[config.mk]
export PLATFORM = sky130hd
export DESIGN_NAME = prio_irq_ctrl
export DESIGN_NICKNAME = d
export VERILOG_FILES = /design/src/rtl/prio_irq_ctrl.sv
export SDC_FILE = /design/constraint.sdc
export NUM_CORES = 1
export LEC_CHECK = 0
export ABC_AREA = 1
export BUFFER_PORTS_ARGS = -buffer_cell sky130_fd_sc_hd__buf_2
export CORE_ASPECT_RATIO = 1.2
export CORE_MARGIN = 3
export CORE_UTILIZATION = 48
export CTS_BUF_LIST = sky130_fd_sc_hd__clkbuf_8 sky130_fd_sc_hd__clkbuf_16
export CTS_CLUSTER_SIZE = 20
export DETAILED_ROUTE_END_ITERATION = 16
export PLACE_DENSITY = 0.79
export SLEW_MARGIN = 10
export SYNTH_ARGS = -nofsm -noshare
export SYNTH_HDL_FRONTEND = slang
export SYNTH_SLANG_ARGS = --single-unit
export TNS_END_PERCENT = 20
[constraint.sdc]
create_clock -name clk -period 2.1 [get_ports clk]
set_input_delay 0.315 -clock clk [delete_from_list [all_inputs] [get_ports clk]]
set_output_delay 0.315 -clock clk [all_outputs]
set_load 0.005 [all_outputs]
[src/rtl/prio_irq_ctrl.sv]
module prio_irq_ctrl #(
  parameter int NUM_SRC = 8,
  parameter int DATA_W  = 32,
  parameter int ADDR_W  = 3
) (
  input  logic               clk,
  input  logic               rst_n,
  input  logic [NUM_SRC-1:0] irq_src,
  input  logic [ADDR_W-1:0]  bus_addr,
  input  logic               bus_we,
  input  logic [DATA_W-1:0]  bus_wdata,
  output logic [DATA_W-1:0]  bus_rdata,
  output logic               irq_out
);
  localparam logic [ADDR_W-1:0] A_STAT = ADDR_W'(0);
  localparam logic [ADDR_W-1:0] A_ENA  = ADDR_W'(1);
  localparam logic [ADDR_W-1:0] A_ACK  = ADDR_W'(2);
  localparam logic [ADDR_W-1:0] A_SENS = ADDR_W'(3);
  localparam logic [ADDR_W-1:0] A_MST  = ADDR_W'(4);
  localparam logic [ADDR_W-1:0] A_VEC  = ADDR_W'(5);
  localparam int IDX_W = (NUM_SRC > 1) ? $clog2(NUM_SRC) : 1;

  logic [NUM_SRC-1:0] pend_q, en_q, edge_q, src_q;
  logic               out_en_q, armed_q, irq_q;
  logic [NUM_SRC-1:0] wsrc, ack_vec, sw_set, hw_mask, rise, status, active;
  logic [DATA_W-1:0]  vec;
  logic               unused_hi;

  assign wsrc      = bus_wdata[NUM_SRC-1:0];
  assign unused_hi = ^bus_wdata;
  assign ack_vec   = (bus_we && bus_addr == A_ACK) ? wsrc : '0;
  assign sw_set    = (bus_we && bus_addr == A_STAT && !armed_q) ? wsrc : '0;
  assign hw_mask   = {NUM_SRC{armed_q}};
  assign rise      = irq_src & ~src_q & edge_q & hw_mask;
  assign status    = pend_q | (irq_src & ~edge_q & hw_mask);
  assign active    = status & en_q;
  assign irq_out   = irq_q;

  always_comb begin
    vec = '1;
    for (int i = NUM_SRC - 1; i >= 0; i--)
      if (active[i]) vec = DATA_W'(i);
  end

  always_ff @(posedge clk) begin
    if (!rst_n) begin
      pend_q   <= '0;
      en_q     <= '0;
      edge_q   <= '0;
      src_q    <= '0;
      out_en_q <= 1'b0;
      armed_q  <= 1'b0;
      irq_q    <= 1'b0;
    end else begin
      src_q  <= irq_src;
      pend_q <= (pend_q & ~ack_vec) | rise | sw_set;
      irq_q  <= out_en_q & (|active);
      if (bus_we && bus_addr == A_ENA)  en_q   <= wsrc;
      if (bus_we && bus_addr == A_SENS) edge_q <= wsrc;
      if (bus_we && bus_addr == A_MST) begin
        out_en_q <= bus_wdata[0];
        armed_q  <= armed_q | bus_wdata[1];
      end
    end
  end

  always_comb begin
    case (bus_addr)
      A_STAT:  bus_rdata = DATA_W'(status);
      A_ENA:   bus_rdata = DATA_W'(en_q);
      A_SENS:  bus_rdata = DATA_W'(edge_q);
      A_MST:   bus_rdata = DATA_W'({armed_q, out_en_q});
      A_VEC:   bus_rdata = vec;
      default: bus_rdata = '0;
    endcase
  end

  assert_vec_lowest_R6: assert property (@(posedge clk) disable iff (!rst_n)
    (vec != '1) |-> (active[vec[IDX_W-1:0]] &&
      ((active & ((NUM_SRC'(1) << vec[IDX_W-1:0]) - NUM_SRC'(1))) == '0)));

  assert_vec_none_R6: assert property (@(posedge clk) disable iff (!rst_n)
    (vec == '1) |-> (active == '0));

  assert_pend_hold_R4: assert property (@(posedge clk) disable iff (!rst_n)
    1'b1 |=> ((($past(pend_q) & ~$past(ack_vec)) & ~pend_q) == '0));

  assert_arm_sticky_R10: assert property (@(posedge clk) disable iff (!rst_n)
    armed_q |=> armed_q);

  assert_no_sw_set_armed_R10: assert property (@(posedge clk) disable iff (!rst_n)
    armed_q |=> ((pend_q & ~$past(pend_q) & ~$past(rise)) == '0));

  assert_gate_off_R8: assert property (@(posedge clk) disable iff (!rst_n)
    !out_en_q |=> !irq_out);

  assert_req_cause_R7: assert property (@(posedge clk) disable iff (!rst_n)
    irq_out |-> $past(|active));
endmodule

# Word-level counts from Yosys, hierarchy flattened

Index checks and enable logic that the tools add are counted.

Bits in registers: 35
Memory bits (writable): 0
Output and inout bits: 33
ROM bits: 0
Bits in latches: 0
Input port bits: 46
Memories: 0
Logic and storage cells: 47

Order comparisons: 0
$mul: 0
Bitwise operators: 15
Multiplexer cells: 11
Div/mod/pow operators: 0
Equality and inequality tests: 5
Shifts and indexed selects: 0
Reduce and logical (&&, ||, !) cells: 9
Add/sub/neg operators: 0

Operators by type and width:

| operator                                       | number |
|---|---|
| 2-to-1 mux 32 bit                              | 8 |
| case mux 32 bit (5 select lines)               | 1 |
| AND 8 bit                                      | 7 |
| inverter 8 bit                                 | 3 |
| bitwise OR 8 bit                               | 3 |
| 2-to-1 mux 8 bit                               | 2 |
| OR reduction 8 bit                             | 1 |
| == test 3 x 2 -> 1 bit (second input constant) | 2 |
| == test 3 bit (second input constant)          | 2 |
| logical AND 1 bit                              | 6 |
| == test 3 x 1 -> 1 bit (second input constant) | 1 |
| logical NOT 3 bit                              | 1 |
| AND 1 bit                                      | 1 |
| logical NOT 1 bit                              | 1 |
| bitwise OR 1 bit                               | 1 |

# Longest topological paths before layout

Gate-level depths: netlist (run 1).

Depth in word-level cells: 14
Depth in mapped cells: 11

# Worst setup path after synthesis (run 1)

OpenSTA, ideal clock, no wires.

Path type: register to output
Start: reg armed_q
End: out bus_rdata[10]
Buffers on the path: 2
Stages on the path, launching flop included: 9
Data required time: 1,785 ps
Setup slack: 208 ps
Data arrival time: 1,577 ps
Path through: dfxtp_1 > buf_6 > a31o_2 > nand2_1 > nand2_1 > nor2_2 > nand2_2 > inv_1 > buf_4

Cells in the longest elaborated chain, start to end: 12

Ends and longest elaborated chain:

| what                               | line | RTL |
|---|---|---|
| from (decl)                        | 24   | `logic out_en_q, armed_q, irq_q;` |
| from (signal assigned)             | 62   | `armed_q <= armed_q \| bus_wdata[1];` |
| AND 8 bit *                        | 35   | `assign status = pend_q \| (irq_src & ~edge_q & hw_mask);` |
| bitwise OR 8 bit *                 | 35   |  |
| AND 8 bit *                        | 36   | `assign active = status & en_q;` |
| 2-to-1 mux 32 bit (7 in series)    | 42   | `if (active[i]) vec = DATA_W'(i);` |
| 2-to-1 mux 32 bit *                | 42   |  |
| case mux 32 bit (5 select lines) * | 68   | `case (bus_addr)` |
| to (decl)                          | 12   | `output logic [DATA_W-1:0] bus_rdata,` |

Mark *: on every way between the ends. The rest lies on a longest branch, timed or not.

# Final worst setup path (run 1)

Same ends and word-level chain as after synthesis.

==> summary.txt, run 1 <==
Outcome
  • Run status: complete, no violations

Global routing
  • Grt ovf: 0
  • Largest net degree at the start of global routing: 36
  • Vias in the first global route: 1,744
  • Grt met2 use: around a third
  • Grt met1 use: between 20% and 30%
  • Tot GR Track Use: 19.7%
  • Initial antenna violation count: 0
  • Global routing's busiest layer: met2
  • First-pass GRT wire length: about 7700 um
  • M3 GR Usage: ~4.1%

Synthesis
  • Syn Nets: 318
  • Async S/R FF share, synth: 0%
  • Ranking of synthesized cells by area: dfxtp_1, nand2_1, buf_4
  • Synthesized netlist cell count: 272
  • Library cells used by synthesis: 31
  • Seq cells post-synth: 35
  • Sequential fraction of the synthesis area: 35.2%
  • Syn Area/Cell: ~7.3 um2
  • Cell area after synthesis: roughly 2000 um2
  • Synth top area share: about a third
  • Post-synth EDFFs: 0
  • Main synth FF type: dfxtp_1
  • Synth area leader: dfxtp_1
  • Ys Warns: 0

STA
  • Headroom to the max-slew limit: between 50% and 60%
  • Slew @ Worst Pin: 0.649 ns
  • Fin crit share: 98.4%
  • Slew Viols, Final: 0
  • Max Freq: ~480 MHz
  • Setup ws final: roughly 0.033 ns
  • Setup-failing EPs final: 0
  • Clock skew: approximately 0.0019 ns
  • Final Hold Vio Count: 0
  • RSZ-0062 raised after global routing: yes
  • Period minus WS final: between 2 and 2.5 ns

Critical path
  • Reg-to-reg endpoint: pend_q[7]
  • FF-to-FF Start: armed_q
  • Worst Reg-to-Reg Cells: 8
  • WP data arrival: about 1.8 ns
  • Crit-path max FO: 6
  • Worst EP required: roughly 1.8 ns
  • CP endpoint kind: output port
  • Critical Path Start Type: flop
  • Critical path class: reg2out
  • Worst R2R Setup Slack: 0.75 ns

Detailed routing
  • Initial DRT Pass Iterations: 5
  • DR vias/cell: approximately 5.2
  • Routed wire length per instance: roughly 14 um
  • Via count: around 2k
  • Total Wirelength: between 5000 and 6000 um
  • DR iter-0 viols: between 80 and 90
  • Post-DRT Antenna Nets: 0
  • Final routed DRC violation total: 0

Clocking
  • # H-tree levels: 2
  • Sink Count: 35
  • Num CTS Buffers: 5
  • Clk buf depth: 2
  • CTS Root Cell: clkbuf_8
  • Clk_lat worst skew: around 0.29 ns
  • CTS tree: built
  • Clock Pin Slew Worst Setup and Hold Paths: 0.07 ns

Floorplan
  • Starting Density: approximately half
  • Chip height: 76.6 um
  • Width of the die: approximately 65 um
  • Num rows: 25
  • Total die area: just under 5000 um2
  • Core Area: between 3000 and 4000 um2
  • Io pins: 79

Power and ir drop
  • PD cells: about 630 nW/um2
  • Leakage: approximately 1.2 nW
  • VDD IR max: approximately 420 uV

Layout
  • Area delta synth->final: 20.6%
  • Final instance area: approximately 2400 um2
  • Layout cell share with drive strength beyond 1: a little under two fifths
  • Fin util: between 60% and 70%
  • Nets: 363
  • Most frequent cells in the layout: buf_2, nand2_1, inv_1, dfxtp_1, a21oi_1
  • FILL cells: a little under 400
  • Antenna Diode Count: 0
  • Non-Filler Instances: 372
  • Most common cell after layout, fill and taps aside: buf_2

Min path
  • WHS Path Cells: 3
  • Hold crit path type: in2reg
  • Worst min-delay path startpoint: irq_src[1]
  • WHS Endpoint: src_q[1]

Placed design
  • DP Area: 2110 um2
  • Placed cells: roughly 350
  • DP HPWL: 3190 um
  • Pre-CTS setup slack: -0.0135 ns
  • IO Port Bufs: between 50 and 60
  • GP Congestion: about 0.8

Flow run
  • Max-Cap Viols: 0
-- flip-flops by register name, indices dropped and copies added, names as in the netlist --
signal,cells
pend_q,8
armed_q,1
en_q,8
irq_out,1
src_q,8
edge_q,8
out_en_q,1
-- per-stage QoR --
step	power (mW)	hold slack, ns	TNS [ns]
final	1.52	0.235	0
after global routing	1.58	0.255	-0.627
after CTS	1.51	0.232	0
after detailed placement	0.888	0.466	-0.252
after global placement	0.884	0.460	0
after floorplan	0.837	0.408	0
-- layout make-up --
type | count | area (um2) | share of cell area, %
clock inverters | 2 | 35.0 | 1.46
clock buffers | 6 | 82.6 | 3.44
repair buffers | 65 | 375 | 15.6
multi-input cells | 157 | 921 | 38.3
well taps | 54 | 67.6 | 2.81
inverters | 50 | 195 | 8.12
flip-flops and latches | 35 | 704 | 29.3
repair inverters | 3 | 22.5 | 0.937
-- cells by family (layout without fill, tap and decap cells) --
| family | after synthesis | count (layout) | share of synthesized area (%) |
|---|---|---|---|
| buffers and inverters | 81 | 126 | 21.3 |
| DFF | 35 | 35 | 35.2 |
| AOI/OAI and AO/OA | 71 | 71 | 23.2 |
| and+or+nand+nor | 85 | 86 | 20.3 |
-- cells in the mapped netlist (3+ instances only) --
| cell | number |
|---|---|
| inv_2 | 4 |
| a21oi_2 | 7 |
| o21ai_1 | 7 |
| nand2_2 | 6 |
| nor2_2 | 4 |
| inv_1 | 44 |
| buf_6 | 4 |
| dfxtp_1 | 35 |
| nand3_1 | 14 |
| a221oi_1 | 4 |
| o221ai_1 | 9 |
| o21ai_2 | 4 |
| nor2_1 | 6 |
| nand2_1 | 49 |
| clkbuf_1 | 3 |
| o21ai_0 | 16 |
| a21oi_1 | 18 |
| buf_4 | 23 |
-- power breakdown --
part	internal, mW	switching, mW	total (mW)	leakage (nW)
registers	0.686	0.0138	0.700	0.287
clock network	0.384	0.244	0.628	0.0612
logic	0.0755	0.118	0.194	0.887
-- worst max path at each step --
stage	slack (ns)	start	end	cells after the start
6_report	0.03	armed_q	bus_rdata[10]	8
5_1_grt	-0.05	armed_q	bus_rdata[23]	8
4_1_cts	0.05	armed_q	bus_rdata[22]	8
3_5_place_dp	-0.01	armed_q	bus_rdata[16]	8
3_3_place_gp	0.01	armed_q	bus_rdata[23]	8
2_1_floorplan	0.21	armed_q	bus_rdata[10]	8
-- timing repair --
action                     CTS  global route
buffers inserted             0             9
hold buffers                 0             0
pin swaps                    0             2
gates cloned                 2             2
hold endpoints to repair     0             0
gates resized for setup      6            13
setup endpoints to repair   31            24
-- routing by layer --
| layer | share of wire [%] | vias to the layer above |
|---|---|---|
| li1 | - | 957 |
| met1 | 39 | 882 |
| met2 | 50 | 94 |
| met3 | 8.7 | 9 |
| met4 | 1.8 | 0 |
| met5 | 0 | - |
-- critical path, cell delays in order (launching register included) --
cell and delay, ns:
dfxtp_4 0.40, buf_12 0.12, nand3_1 0.11, a21oi_2 0.18, a21o_1 0.14, nor2_4 0.06, nand2_4 0.14, clkinvlp_4 0.16
buf_2 0.15
Note: power is estimated with default switching activity, not from simulation.
==> run 2, diff against run 1 <==
==> constraint.sdc (replaced) <==
create_clock -name clk -period 2.1 [get_ports clk]
set_input_delay 0 -clock clk [delete_from_list [all_inputs] [get_ports clk]]
set_output_delay 0 -clock clk [all_outputs]
set_load 0.005 [all_outputs]
==> summary.txt, run 2 (synthesis gave the netlist of run 1 again) <==
Outcome
  • Run status: complete, no violations (unchanged)

Floorplan
  • Io pins: 79 (unchanged)
  • Starting Density: 50.2% (unchanged)
  • Core Area: 3970 um2 (unchanged)
  • Chip height: 76.6 um (unchanged)
  • Num rows: 25 (unchanged)
  • Width of the die: 64.8 um (unchanged)
  • Total die area: 4960 um2 (unchanged)

Global routing
  • Grt ovf: 0 (unchanged)
  • Largest net degree at the start of global routing: 36 (unchanged)
  • First-pass GRT wire length: 7690 um (was 7730 um)
  • Tot GR Track Use: 19.6% (was 19.7%)
  • Initial antenna violation count: 0 (unchanged)
  • Vias in the first global route: 1,770 (was 1,744)

Critical path
  • CP endpoint kind: output port (unchanged)
  • Slowest stage delay, CP: 0.45 ns (was 0.40 ns)
  • Reg-to-reg endpoint: irq_out (was pend_q[7])
  • Critical path class: reg2out (unchanged)
  • CP Launch Point: armed_q (unchanged)
  • Worst Setup EP: bus_rdata[8] (was bus_rdata[10])
  • Crit-path cells: nand3_1 -> a21oi_1 -> a21o_1 -> nor2_2 -> nand2_2 -> clkinvlp_4 -> buf_2 (was buf_12 -> nand3_1 -> a21oi_2 -> a21o_1 -> nor2_4 -> nand2_4 -> clkinvlp_4 -> buf_2)
  • FF-to-FF Start: armed_q (unchanged)
  • Worst R2R Setup Slack: 0.94 ns (was 0.75 ns)
  • Crit-path max FO: 24 (was 6)
  • WP data arrival: 1.86 ns (was 1.75 ns)
  • Worst Reg-to-Reg Cells: 7 (was 8)
  • Worst EP required: 2.10 ns (was 1.78 ns)
  • Critical Path Start Type: flop (unchanged)
  • Worst path slowest cell: dfxtp_4 (unchanged)

Layout
  • Final instance area: 2340 um2 (was 2400 um2)
  • Most frequent cells in the layout: buf_2, nand2_1, inv_1, dfxtp_1, a21oi_1 (unchanged)
  • Most common cell after layout, fill and taps aside: buf_2 (unchanged)
  • Layout cell share with drive strength beyond 1: 30.4% (was 36.8%)
  • Nets: 364 (was 363)
  • Antenna Diode Count: 0 (unchanged)
  • Area delta synth->final: 17.6% (was 20.6%)

STA
  • RSZ-0062 raised after global routing: no (was yes)
  • Period minus WS final: 1.86 ns (was 2.07 ns)
  • Setup TNS Final: 0 ns (unchanged)
  • Clock skew: 0.00429 ns (was 0.00192 ns)
  • Slew Viols, Final: 0 (unchanged)
  • Setup-failing EPs final: 0 (unchanged)
  • Final Hold Vio Count: 0 (unchanged)
  • Hold Worst Slack: 0.00269 ns (was 0.235 ns)
  • Fin crit share: 88.4% (was 98.4%)
  • Slew @ Worst Pin: 0.646 ns (was 0.649 ns)
  • Max Freq: 538 MHz (was 484 MHz)
  • Headroom to the max-slew limit: 56.9% (was 56.7%)

Power and ir drop
  • Tot Pwr: 1.35 mW (was 1.52 mW)
  • Leakage: 1.20 nW (was 1.23 nW)
  • PD cells: 574 nW/um2 (was 633 nW/um2)
  • VDD IR max: 452 uV (was 420 uV)

Clocking
  • Clk buf depth: 2 (unchanged)
  • Clock Pin Slew Worst Setup and Hold Paths: 0.06 ns (was 0.07 ns)
  • Sink Count: 35 (unchanged)
  • CTS tree: built (unchanged)
  • # H-tree levels: 2 (unchanged)
  • Clk_lat worst skew: 0.29 ns (about the same)
  • CTS Root Cell: clkbuf_8 (unchanged)
  • Setup Fix Bufs, Post-CTS: 0 (unchanged)
  • Num CTS Buffers: 5 (unchanged)

Detailed routing
  • Routed wire length per instance: 11.8 um (was 13.6 um)
  • Final routed DRC violation total: 0 (unchanged)
  • Post-DRT Antenna Nets: 0 (unchanged)
  • Total Wirelength: 4420 um (was 5040 um)
  • DR iter-0 viols: 57 (was 87)
  • Via count: 1,831 (was 1,942)
  • DR vias/cell: 4.91 (was 5.22)
  • Initial DRT Pass Iterations: 4 (was 5)

Min path
  • Hold crit path type: in2reg (unchanged)

Placed design
  • IO Port Bufs: 54 (unchanged)
  • DP HPWL: 3140 um (was 3190 um)
  • DP Area: 2100 um2 (was 2110 um2)
  • GP Congestion: 0.815 (was 0.801)

Flow run
  • Max-Cap Viols: 0 (unchanged)
[run 2: power by group]
group | leakage (nW) | internal, mW | switching [mW]
registers | 0.287 | 0.687 | 0.0137
clock network | 0.0505 | 0.223 | 0.229
logic | 0.866 | 0.0831 | 0.110
[run 2: metal layers]
metal | global-route usage (%) | wire length [um]
met4 | 9.09 | 109
met2 | 33.4 | 2150
met3 | 5.16 | 305
met1 | 22.5 | 1860
met5 | 0 | 0
[run 2: worst max-delay path, delay by kind of cell (launching register included)]
| family | cells | cell delay (ns) |
|---|---|---|
| buf+inv | 2 | 0.48 |
| flops | 1 | 0.45 |
| simple gates | 3 | 0.32 |
| compound gates | 2 | 0.32 |
[run 2: how the worst min path moves through the flow]
stage,from,endpoint,slack (ns),depth (start not counted)
after floorplan,irq_src[0],src_q[0],0.09,2
after global placement,irq_src[0],src_q[0],0.21,3
after detailed placement,irq_src[1],src_q[1],0.22,3
after CTS,bus_wdata[1],armed_q,0.002,3
after global routing,bus_wdata[1],armed_q,0.02,3
final,bus_wdata[1],armed_q,0.003,3
[run 2: cell type report]
| class | instances | area (um2) |
|---|---|---|
| fillers | 372 | 1630 |
| multi-input cells | 156 | 867 |
| flip-flops and latches | 35 | 704 |
| repair buffers | 70 | 428 |
| inverters | 50 | 195 |
| clock buffers | 5 | 68.8 |
| well taps | 54 | 67.6 |
| clock inverters | 3 | 12.5 |
[run 2: repair_timing]
item | in CTS | in global routing
setup endpoints to repair | 24 | 24
cloned | 0 | 0
hold buffers | 15 | 0
hold endpoints to repair | 16 | 0
pin swaps | 0 | 0
resized for setup | 2 | 1
[run 2: per-stage QoR]
| step | utilization (%) | instances | setup WS [ns] |
|---|---|---|---|
| after global routing | 59.0 | 373 | 0.0870 |
| after detailed placement | 53.0 | 350 | 0.280 |
| after CTS | 58.9 | 373 | 0.123 |
| after floorplan | - | 272 | 0.523 |
| after global placement | 53.0 | 350 | 0.331 |
| final | 59.0 | 373 | 0.243 |
==> run 3, diff against run 2 <==
Settings changed: CAP_MARGIN set to 5, CELL_PAD_IN_SITES_DETAIL_PLACEMENT set to 1, CELL_PAD_IN_SITES_GLOBAL_PLACEMENT set to 1, CORE_UTILIZATION 48 to 33, PLACE_DENSITY 0.79 to not set, PLACE_DENSITY_LB_ADDON set to 0.1.
==> summary.txt, run 3 (synthesis gave the netlist of run 1 again) <==
Layout
  • FF+latch area: 704 um2 (unchanged)
  • Most frequent cells in the layout: buf_2, nand2_1, inv_1, dfxtp_1, a21oi_1 (unchanged)
  • Fin util: 41.9% (was 59.0%)
  • Multi-input logic area: 867 um2 (unchanged)
  • Most common cell after layout, fill and taps aside: buf_2 (unchanged)
  • Non-Filler Instances: 402 (was 373)
  • FILL cells: 756 (was 372)
  • Area delta synth->final: 20.7% (was 17.6%)
  • Antenna Diode Count: 0 (unchanged)
  • Nets: 367 (was 364)
  • Layout cell share with drive strength beyond 1: 31.1% (was 30.4%)

Floorplan
  • Total die area: 7010 um2 (was 4960 um2)
  • Starting Density: 34.7% (was 50.2%)
  • Num rows: 30 (was 25)
  • Chip height: 91.1 um (was 76.6 um)
  • Core Area: 5740 um2 (was 3970 um2)
  • Width of the die: 76.9 um (was 64.8 um)
  • Io pins: 79 (unchanged)

Power and ir drop
  • VDD IR max: 252 uV (was 452 uV)
  • Leakage: 1.21 nW (was 1.20 nW)
  • PD cells: 573 nW/um2 (was 574 nW/um2)
  • Tot Pwr: 1.38 mW (was 1.35 mW)

Critical path
  • Worst Reg-to-Reg Cells: 6 (was 7)
  • Slowest stage delay, CP: 0.46 ns (was 0.45 ns)
  • CP endpoint kind: output port (unchanged)
  • Critical Path Start Type: flop (unchanged)
  • Most used cell, CP: nand2_2
  • Crit-path cells: buf_4 -> nand3_2 -> nand2_2 -> nand2_2 -> nand2_1 -> nor2_2 -> nand2_2 -> clkinvlp_4 -> buf_2 (was nand3_1 -> a21oi_1 -> a21o_1 -> nor2_2 -> nand2_2 -> clkinvlp_4 -> buf_2)
  • WP data arrival: 1.79 ns (was 1.86 ns)
  • Crit-path max FO: 24 (unchanged)
  • Worst path slowest cell: dfxtp_4 (unchanged)
  • Critical path class: reg2out (unchanged)
  • Worst EP required: 2.10 ns (about the same)

Detailed routing
  • Via count: 1,889 (was 1,831)
  • DR vias/cell: 4.70 (was 4.91)
  • Routed wire length per instance: 13.6 um (was 11.8 um)
  • Initial DRT Pass Iterations: 4 (unchanged)
  • DR iter-0 viols: 35 (was 57)
  • Post-DRT Antenna Nets: 0 (unchanged)
  • Total Wirelength: 5480 um (was 4420 um)
  • Final routed DRC violation total: 0 (unchanged)

Clocking
  • Sink Count: 35 (unchanged)
  • Num CTS Buffers: 5 (unchanged)
  • Clock Pin Slew Worst Setup and Hold Paths: 0.08 ns (was 0.06 ns)
  • CTS Root Cell: clkbuf_8 (unchanged)
  • # H-tree levels: 2 (unchanged)
  • Clk_lat worst skew: 0.29 ns (about the same)
  • Clk buf depth: 2 (unchanged)
  • CTS tree: built (unchanged)

STA
  • Clock skew: 0.00854 ns (was 0.00429 ns)
  • Setup-failing EPs final: 0 (unchanged)
  • Period minus WS final: 1.79 ns (was 1.86 ns)
  • Slew Viols, Final: 0 (unchanged)
  • Fin crit share: 85.2% (was 88.4%)
  • Slew @ Worst Pin: 0.664 ns (was 0.646 ns)
  • Max Freq: 559 MHz (was 538 MHz)
  • Final Hold Vio Count: 0 (unchanged)
  • Setup ws final: 0.312 ns (was 0.243 ns)
  • Headroom to the max-slew limit: 55.8% (was 56.9%)
  • RSZ-0062 raised after global routing: no (unchanged)
  • Setup TNS Final: 0 ns (unchanged)

Placed design
  • GP Congestion: 0.763 (was 0.815)
  • IO Port Bufs: 54 (unchanged)
  • Pre-CTS setup slack: 0.270 ns (was 0.280 ns)
  • Placed cells: 378 (was 350)
  • DP HPWL: 3990 um (was 3140 um)

Global routing
  • Initial antenna violation count: 0 (unchanged)
  • Grt ovf: 0 (unchanged)
  • First-pass GRT wire length: 9000 um (was 7690 um)
  • Largest net degree at the start of global routing: 36 (unchanged)
  • Vias in the first global route: 1,839 (was 1,770)
  • Tot GR Track Use: 16.2% (was 19.6%)

Min path
  • WHS Path Cells: 5 (was 3)
  • Hold crit path type: in2reg (unchanged)

Flow run
  • Max-Cap Viols: 0 (unchanged)

Outcome
  • Run status: complete, no violations (unchanged)
-- run 3: cell types whose count changed in the layout (fill, tap and decap cells not counted) --
cell / change
buf_4: +2
clkinvlp_4: +1
inv_1: -1
dlygate4sd3_1: +1
-- run 3: path summary, 6_finish.rpt --
| path | to | slack (ns) | startpoint |
|---|---|---|---|
| hold reg to reg | irq_out | 0.47 | out_en_q |
| setup / recovery | bus_rdata[26] | 0.31 | armed_q |
| hold / removal | armed_q | 0.19 | bus_we |
| setup reg to reg | pend_q[4] | 0.81 | armed_q |
-- run 3: final cells by class --
type / count / area share, %
clock buffer: 5 / 2.86
clock inverter: 3 / 0.676
inverter: 50 / 8.12
multi-input combinational: 156 / 36.1
sequential: 35 / 29.3
tap: 80 / 4.16
timing repair buffer: 73 / 18.8
-- run 3: repair_timing --
action                                  CTS  global route
hold buffers                             16             0
endpoints found under the hold margin    19             0
setup buffers                             0             0
cloned                                    0             0
endpoints found under the setup margin   24            24
gates resized for setup                   2             1
-- run 3: per-stage QoR --
step / instance area (um2) / hold slack (ns)
after floorplan: 1990 / 0.0935
after global placement: 2150 / 0.214
after detailed placement: 2150 / 0.225
after CTS: 2400 / 0.187
after global routing: 2400 / 0.219
final: 2400 / 0.191
-- run 3: worst max-delay path: cells and delay by family, from the launching register on --
kind                   cells  cell delay, ns
buffers and inverters      3            0.61
flip-flops                 1            0.46
AND/OR/NAND/NOR            6            0.43
-- run 3: layer usage --
| layer | wire length, um | vias up | track usage (%) | share of wire, % |
|---|---|---|---|---|
| li1 | - | 958 | - | - |
| met1 | 2450 | 883 | 19.4 | 45 |
| met2 | 2720 | 41 | 28.1 | 50 |
| met3 | 236 | 7 | 3.97 | 4.3 |
| met4 | 67 | 0 | 5.14 | 1.2 |
| met5 | 0 | - | 0 | 0 |
-- run 3: where the power goes --
group	leakage [nW]	switching, mW	internal (mW)
combinational	0.880	0.114	0.0859
sequential	0.287	0.0143	0.686
clock	0.0453	0.250	0.227
